[src/rtl/sdram_init_pkg.sv]
package sdram_init_pkg;

   // {cs_n, ras_n, cas_n, we_n}
   typedef enum logic [3:0] {
      CMD_DESEL = 4'b1111,
      CMD_NOP   = 4'b0111,
      CMD_PRE   = 4'b0010,
      CMD_REF   = 4'b0001,
      CMD_LMR   = 4'b0000
   } sdr_cmd_e;

   function automatic logic [31:0] mhz_ceil(input logic [31:0] khz);
      return (khz + 32'd999) / 32'd1000;
   endfunction

   function automatic logic [31:0] mhz_floor(input logic [31:0] khz);
      return khz / 32'd1000;
   endfunction

   function automatic logic [31:0] ns_cyc_ceil(input logic [31:0] t_ns,
                                                input logic [31:0] mhz);
      return (t_ns * mhz + 32'd999) / 32'd1000;
   endfunction

   function automatic logic [31:0] ns_cyc_floor(input logic [31:0] t_ns,
                                                 input logic [31:0] mhz);
      return (t_ns * mhz) / 32'd1000;
   endfunction

endpackage

[src/rtl/sdr_timing_conv.sv]
module sdr_timing_conv
   import sdram_init_pkg::*;
#(
   parameter int KHZ_W     = 20,
   parameter int NS_W      = 16,
   parameter int CNT_W     = 20,
   parameter int REFI_W    = 24,
   parameter int STABLE_US = 200
) (
   input  logic [KHZ_W-1:0]  clk_khz_i,
   input  logic [NS_W-1:0]   t_rp_ns_i,
   input  logic [NS_W-1:0]   t_rc_ns_i,
   input  logic [NS_W-1:0]   t_mrd_ns_i,
   input  logic [NS_W-1:0]   t_refi_ns_i,
   output logic [CNT_W-1:0]  cyc_stable_o,
   output logic [CNT_W-1:0]  cyc_rp_o,
   output logic [CNT_W-1:0]  cyc_rc_o,
   output logic [CNT_W-1:0]  cyc_mrd_o,
   output logic [REFI_W-1:0] cyc_refi_o
);

   // minimum waits: frequency and product both rounded up
   assign cyc_stable_o = CNT_W'(mhz_ceil(32'(clk_khz_i)) * 32'(STABLE_US));
   assign cyc_rp_o     = CNT_W'(ns_cyc_ceil(32'(t_rp_ns_i),  mhz_ceil(32'(clk_khz_i))));
   assign cyc_rc_o     = CNT_W'(ns_cyc_ceil(32'(t_rc_ns_i),  mhz_ceil(32'(clk_khz_i))));
   assign cyc_mrd_o    = CNT_W'(ns_cyc_ceil(32'(t_mrd_ns_i), mhz_ceil(32'(clk_khz_i))));

   // maximum interval: frequency and product both rounded down
   assign cyc_refi_o   = REFI_W'(ns_cyc_floor(32'(t_refi_ns_i), mhz_floor(32'(clk_khz_i))));

endmodule

[src/rtl/sdr_init_fsm.sv]
module sdr_init_fsm
   import sdram_init_pkg::*;
#(
   parameter int ADDR_W = 13,
   parameter int BA_W   = 2,
   parameter int CNT_W  = 20,
   parameter int N_REF  = 8
) (
   input  logic              clk_i,
   input  logic              rst_ni,
   input  logic              start_i,
   input  logic [2:0]        cas_lat_i,
   input  logic [CNT_W-1:0]  cyc_stable_i,
   input  logic [CNT_W-1:0]  cyc_rp_i,
   input  logic [CNT_W-1:0]  cyc_rc_i,
   input  logic [CNT_W-1:0]  cyc_mrd_i,
   output sdr_cmd_e          cmd_o,
   output logic [ADDR_W-1:0] addr_o,
   output logic [BA_W-1:0]   ba_o,
   output logic              done_o
);

   localparam int REF_W  = (N_REF > 1) ? $clog2(N_REF) : 1;
   localparam int A10    = 10;
   localparam int CL_LSB = 4;
   localparam int CL_MSB = 6;

   typedef enum logic [2:0] {
      ST_IDLE, ST_STABLE, ST_TRP, ST_TRC, ST_TMRD, ST_DONE
   } seq_st_e;

   seq_st_e           state_q;
   logic [CNT_W-1:0]  wait_q;
   logic [REF_W-1:0]  refs_left_q;
   logic [ADDR_W-1:0] mode_word;
   logic [ADDR_W-1:0] pre_word;

   // mode word: CAS latency field, everything else zero
   for (genvar gi = 0; gi < ADDR_W; gi++) begin : g_mode
      if (gi >= CL_LSB && gi <= CL_MSB) begin : g_cl
         assign mode_word[gi] = cas_lat_i[gi-CL_LSB];
      end else begin : g_zero
         assign mode_word[gi] = 1'b0;
      end
      assign pre_word[gi] = (gi == A10);
   end

   always_ff @(posedge clk_i or negedge rst_ni) begin
      if (!rst_ni) begin
         state_q     <= ST_IDLE;
         cmd_o       <= CMD_DESEL;
         addr_o      <= '0;
         ba_o        <= '0;
         wait_q      <= '0;
         refs_left_q <= '0;
         done_o      <= 1'b0;
      end else begin
         case (state_q)
            ST_IDLE: begin
               if (start_i) begin
                  cmd_o   <= CMD_NOP;
                  wait_q  <= cyc_stable_i;
                  state_q <= ST_STABLE;
               end
            end
            ST_STABLE: begin
               cmd_o  <= CMD_NOP;
               addr_o <= '0;
               if (wait_q == '0) begin
                  cmd_o   <= CMD_PRE;
                  addr_o  <= pre_word;
                  wait_q  <= cyc_rp_i;
                  state_q <= ST_TRP;
               end else begin
                  wait_q <= wait_q - CNT_W'(1);
               end
            end
            ST_TRP: begin
               cmd_o  <= CMD_NOP;
               addr_o <= '0;
               if (wait_q == '0) begin
                  cmd_o       <= CMD_REF;
                  wait_q      <= cyc_rc_i;
                  refs_left_q <= REF_W'(N_REF - 1);
                  state_q     <= ST_TRC;
               end else begin
                  wait_q <= wait_q - CNT_W'(1);
               end
            end
            ST_TRC: begin
               cmd_o <= CMD_NOP;
               if (wait_q == '0) begin
                  if (refs_left_q == '0) begin
                     cmd_o   <= CMD_LMR;
                     addr_o  <= mode_word;
                     ba_o    <= '0;
                     wait_q  <= cyc_mrd_i;
                     state_q <= ST_TMRD;
                  end else begin
                     cmd_o       <= CMD_REF;
                     wait_q      <= cyc_rc_i;
                     refs_left_q <= refs_left_q - REF_W'(1);
                  end
               end else begin
                  wait_q <= wait_q - CNT_W'(1);
               end
            end
            ST_TMRD: begin
               cmd_o  <= CMD_NOP;
               addr_o <= '0;
               if (wait_q == '0) begin
                  done_o  <= 1'b1;
                  state_q <= ST_DONE;
               end else begin
                  wait_q <= wait_q - CNT_W'(1);
               end
            end
            default: begin
               cmd_o  <= CMD_NOP;
               addr_o <= '0;
            end
         endcase
      end
   end

endmodule

[src/rtl/sdr_refresh_timer.sv]
module sdr_refresh_timer #(
   parameter int REFI_W = 24
) (
   input  logic              clk_i,
   input  logic              rst_ni,
   input  logic              run_i,
   input  logic [REFI_W-1:0] period_i,
   output logic              req_o
);

   logic [REFI_W-1:0] cnt_q;
   logic [REFI_W-1:0] reload;

   // a period of zero behaves as a period of one
   assign reload = (period_i == '0) ? '0 : period_i - REFI_W'(1);

   always_ff @(posedge clk_i or negedge rst_ni) begin
      if (!rst_ni) begin
         cnt_q <= '0;
         req_o <= 1'b0;
      end else if (!run_i) begin
         cnt_q <= reload;
         req_o <= 1'b0;
      end else if (cnt_q == '0) begin
         cnt_q <= reload;
         req_o <= 1'b1;
      end else begin
         cnt_q <= cnt_q - REFI_W'(1);
         req_o <= 1'b0;
      end
   end

endmodule

[src/rtl/sdram_pwrup_seq.sv]
module sdram_pwrup_seq
   import sdram_init_pkg::*;
#(
   parameter int KHZ_W     = 20,
   parameter int NS_W      = 16,
   parameter int ADDR_W    = 13,
   parameter int BA_W      = 2,
   parameter int CNT_W     = 20,
   parameter int REFI_W    = 24,
   parameter int STABLE_US = 200,
   parameter int N_REF     = 8
) (
   input  logic              clk_i,
   input  logic              rst_ni,
   input  logic              start_i,
   input  logic [KHZ_W-1:0]  clk_khz_i,
   input  logic [2:0]        cas_lat_i,
   input  logic [NS_W-1:0]   t_rp_ns_i,
   input  logic [NS_W-1:0]   t_rc_ns_i,
   input  logic [NS_W-1:0]   t_mrd_ns_i,
   input  logic [NS_W-1:0]   t_refi_ns_i,
   output logic              sd_cke_o,
   output logic              sd_cs_no,
   output logic              sd_ras_no,
   output logic              sd_cas_no,
   output logic              sd_we_no,
   output logic [ADDR_W-1:0] sd_addr_o,
   output logic [BA_W-1:0]   sd_ba_o,
   output logic              init_done_o,
   output logic              refresh_req_o
);

   // elaboration-time parameter checks
   if (ADDR_W < 11) begin : g_bad_addr
      $error("ADDR_W must reach bit 10");
   end
   if (CNT_W > 32 || REFI_W > 32) begin : g_bad_cnt
      $error("counter widths are limited to 32 bits");
   end
   if (KHZ_W > 20 || NS_W > 16) begin : g_bad_in
      $error("input widths would overflow the 32-bit conversion");
   end
   if (N_REF < 1) begin : g_bad_ref
      $error("N_REF must be at least 1");
   end

   logic [CNT_W-1:0]  cyc_stable, cyc_rp, cyc_rc, cyc_mrd;
   logic [REFI_W-1:0] cyc_refi;
   sdr_cmd_e          cmd;

   sdr_timing_conv #(
      .KHZ_W(KHZ_W), .NS_W(NS_W), .CNT_W(CNT_W),
      .REFI_W(REFI_W), .STABLE_US(STABLE_US)
   ) u_conv (
      .clk_khz_i    (clk_khz_i),
      .t_rp_ns_i    (t_rp_ns_i),
      .t_rc_ns_i    (t_rc_ns_i),
      .t_mrd_ns_i   (t_mrd_ns_i),
      .t_refi_ns_i  (t_refi_ns_i),
      .cyc_stable_o (cyc_stable),
      .cyc_rp_o     (cyc_rp),
      .cyc_rc_o     (cyc_rc),
      .cyc_mrd_o    (cyc_mrd),
      .cyc_refi_o   (cyc_refi)
   );

   sdr_init_fsm #(
      .ADDR_W(ADDR_W), .BA_W(BA_W), .CNT_W(CNT_W), .N_REF(N_REF)
   ) u_fsm (
      .clk_i        (clk_i),
      .rst_ni       (rst_ni),
      .start_i      (start_i),
      .cas_lat_i    (cas_lat_i),
      .cyc_stable_i (cyc_stable),
      .cyc_rp_i     (cyc_rp),
      .cyc_rc_i     (cyc_rc),
      .cyc_mrd_i    (cyc_mrd),
      .cmd_o        (cmd),
      .addr_o       (sd_addr_o),
      .ba_o         (sd_ba_o),
      .done_o       (init_done_o)
   );

   sdr_refresh_timer #(.REFI_W(REFI_W)) u_refi (
      .clk_i    (clk_i),
      .rst_ni   (rst_ni),
      .run_i    (init_done_o),
      .period_i (cyc_refi),
      .req_o    (refresh_req_o)
   );

   assign sd_cke_o = 1'b1;
   assign {sd_cs_no, sd_ras_no, sd_cas_no, sd_we_no} = cmd;

endmodule

[config.mk]
export PLATFORM = sky130hd
export DESIGN_NAME = sdram_pwrup_seq
export DESIGN_NICKNAME = d
export VERILOG_FILES = /design/src/rtl/sdram_init_pkg.sv /design/src/rtl/sdr_timing_conv.sv /design/src/rtl/sdr_init_fsm.sv /design/src/rtl/sdr_refresh_timer.sv /design/src/rtl/sdram_pwrup_seq.sv
export SDC_FILE = /design/constraint.sdc
export NUM_CORES = 2
export LEC_CHECK = 0
export BUFFER_PORTS_ARGS = -buffer_cell sky130_fd_sc_hd__buf_2
export CORE_MARGIN = 2
export CORE_UTILIZATION = 50
export CTS_CLUSTER_SIZE = 12
export DETAILED_ROUTE_END_ITERATION = 6
export GPL_TIMING_DRIVEN = 1
export PLACE_DENSITY = 0.68
export RECOVER_POWER = 100
export REMOVE_ABC_BUFFERS = 1
export SLEW_MARGIN = 25
export SYNTH_ARGS = -nofsm -noshare
export SYNTH_HDL_FRONTEND = slang
export SYNTH_HIERARCHICAL = 1
export SYNTH_SLANG_ARGS = --single-unit
[constraint.sdc]
create_clock -name clk_i -period 2.15 [get_ports clk_i]
set_input_delay 0 -clock clk_i [delete_from_list [all_inputs] [get_ports clk_i]]
set_output_delay 0 -clock clk_i [all_outputs]
set_load 0.02 [all_outputs]
==> flow_summary.json <==
{
  "status": "finished, violations left",
  "violations": "max-capacitance violations, max-slew violations, negative setup slack",
  "hold_viol_final": 0,
  "die_x_um": 348,
  "clk_pin_slew_worst_paths_ns": 0.07,
  "critPathMostFrequentCell": "buf_4",
  "fmax_ghz": 0.0340,
  "grt_setup_unrepaired": "yes",
  "post-route-min-period_ns": 29.44,
  "wl_um": 205000,
  "synth_seq_cells": 60,
  "clk_latency_ns": 0.36,
  "track_usage": 0.316,
  "clock_skew_ns": 0.0148,
  "die-area_um2": 121000,
  "drcViolationCount": 0,
  "synth_cell_type_count": 197,
  "cts.htree.levels": 3,
  "async_reset_ff_frac": 1.00,
  "n_fill_cell": 8487,
  "start_util": 0.503,
  "wl_per_cell_um": 17.3,
  "synthCells": 7756,
  "nets": 11400,
  "setup_viol": 46,
  "hp-class": "in -> reg",
  "clockBufferDepth": 2,
  "die_h_um": 348,
  "grt_pass1_vias": 68600,
  "fp.coreArea_um2": 118000,
  "cts_sinks": 60,
  "tightest_slew_ns": 1.79,
  "grt_pass1_wl_um": 327000,
  "vias": 68100,
  "end_kind": "flop",
  "first_pass_iters": 7,
  "final.setup.worst_slack_ns": -27.29,
  "syn_area_um2": 59200,
  "crit_type": "in -> reg",
  "critPathMaxFanout": 13,
  "drv_slew": 30,
  "drive_gt1_frac": 0.395,
  "antenna_found_initial": 2,
  "areaGrowthSynthToFinish_pct": 46.0,
  "critical_path_required_ns": 2.39,
  "crit_buf_inv": 30,
  "synth_edf_count": 0,
  "cp.arrival_ns": 29.68,
  "critical_path.max_stage_delay_ns": 0.54,
  "dp_slack_ns": -28.54,
  "cp_slowest_cell": "fa_1",
  "start_kind": "input pin",
  "ys.flop_type": "dfrtp_1",
  "multi_input_comb_area_um2": 58300,
  "synth_seq_area_share": 0.0254,
  "postRouteAntennaNets": 0,
  "seq_area_um2": 1510,
  "post-dp-hpwl_um": 156000,
  "relSlewSlack": -0.193,
  "cp_top_family": "compound AO/OA/AOI/OAI gates",
  "syn_area_per_cell_um2": 7.64,
  "yosysWarnings": 6,
  "grt_max_degree": 52,
  "cts_root_buffer": "clkbuf_16",
  "cts_tree": "yes",
  "place.gp.congestion": 0.954,
  "cts-buffers-inserted": 9,
  "timing.hold.ws_ns": 0.403,
  "drtIter0Drc": 4960,
  "grt-ovfl-total": 0,
  "rows": 126,
  "num_io_pins": 112,
  "post-route-period-util": 13.7,
  "portBuffers": 99,
  "vias_per_cell": 5.76,
  "max_cap_viol_count": 1
}
==> layer usage <==
metal / wire length [µm] / GRT usage / part of all wire / up-vias
met5: 14 / 0 / 0.000068 / -
met3: 10900 / 0.0252 / 0.053 / 507
li1: - / - / - / 32200
met2: 101000 / 0.561 / 0.49 / 2394
met4: 6690 / 0.0935 / 0.033 / 2
met1: 86400 / 0.408 / 0.42 / 33000
==> worst reg2reg max path, stage by stage (launching register included) <==
cell	delay [ns]
dfrtp_1	0.40
inv_2	0.09
ha_4	0.14
or3b_2	0.53
nor3_4	0.31
nand3_2	0.22
buf_4	0.21
o21ai_0	0.15
o311ai_0	0.16
==> stage by stage <==
step | utilization | cells | cell area (µm²) | TNS (ns)
3_5_place_dp | 0.663 | 11400 | 78100 | -1072.00
2_1_floorplan | - | 7478 | 57800 | -1397.81
6_report | 0.735 | 11800 | 86500 | -1016.27
3_3_place_gp | 0.663 | 11400 | 78100 | -1050.80
4_1_cts | 0.707 | 11700 | 83300 | -990.53
5_1_grt | 0.735 | 11800 | 86500 | -1069.39
==> final timing paths <==
check | depth (start not counted) | startpoint | to | slack (ns)
worst min-delay path | 3 | cas_lat_i[1] | u_fsm/addr_o[5] | 0.40
min in group asynchronous | 2 | rst_ni | u_fsm/addr_o[5] | 0.67
worst min register to register | 1 | u_fsm/addr_o[4] | u_fsm/addr_o[4] | 0.50
worst max-delay path | 164 | clk_khz_i[0] | u_fsm/wait_q[0] | -27.29
worst max register to register | 8 | u_fsm/wait_q[0] | u_fsm/state_q[0] | -0.21
max in group asynchronous | 3 | rst_ni | u_fsm/cmd_o[0] | 0.31
==> cell usage after synthesis, types with 194 or more instances <==
library cell	instances	share of area
a21oi_1	353	0.030
and2_1	319	0.034
clkbuf_1	226	0.014
fa_1	570	0.19
ha_1	476	0.10
inv_1	816	0.052
nand2_1	917	0.058
nand3_1	210	0.018
nor2_1	525	0.033
nor3_1	194	0.016
o21ai_0	316	0.027
xnor2_1	305	0.045
==> what timing repair did <==
action,in CTS,in global routing
gates resized for setup,639,467
pin swaps,364,336
setup endpoints to repair,55,56
hold endpoints to repair,32,0
hold buffers,5,0
gates cloned,2,1
setup buffers,226,131
==> flip-flops by register name, indices dropped and copies added (netlist names) <==
register	cells
u_refi/cnt_q	24
u_fsm/cmd_o	4
u_fsm/state_q	3
u_fsm/done_o	1
u_refi/req_o	1
u_fsm/addr_o	4
u_fsm/refs_left_q	3
u_fsm/wait_q	20
==> kinds of logic (layout without fill, tap and decap cells) <==
kind of cell / after synthesis / after routing / share of synthesized area
AO/OA/AOI/OAI: 1998 / 1998 / 0.256
XOR/XNOR: 441 / 441 / 0.0674
adder cells (fa/ha/maj): 1075 / 1075 / 0.298
buffers and inverters: 1194 / 3653 / 0.0823
flip-flops: 60 / 60 / 0.0254
multiplexers: 170 / 170 / 0.0325
other: 4 / 76 / 0.000253
AND/OR/NAND/NOR: 2814 / 2815 / 0.238
==> final cells by class <==
class	count	share of cell area
sequential	60	0.0174
tap	1536	0.0222
clock buffer	9	0.00260
timing repair buffer	2790	0.246
inverter	847	0.0371
multi-input combinational	6572	0.674
clock inverter	7	0.000607
antenna	3	0.0000868
==> layout by cell type, fill, tap and decap left out, types with 89 or more instances in the layout <==
| cell | netlist | layout |
|---|---|---|
| buf_4 | 34 | 2584 |
| nand2_1 | 917 | 892 |
| inv_1 | 816 | 804 |
| fa_1 | 570 | 565 |
| nor2_1 | 525 | 485 |
| ha_1 | 476 | 460 |
| and2_1 | 319 | 304 |
| a21oi_1 | 353 | 290 |
| xnor2_1 | 305 | 278 |
| o21ai_0 | 316 | 251 |
| nand3_1 | 210 | 188 |
| nor3_1 | 194 | 147 |
| xor2_1 | 122 | 105 |
| buf_2 | 43 | 89 |
Power is left out: the tool's default activity adds up to more than one toggle a clock period on the data nets, which glitch-free logic cannot reach.
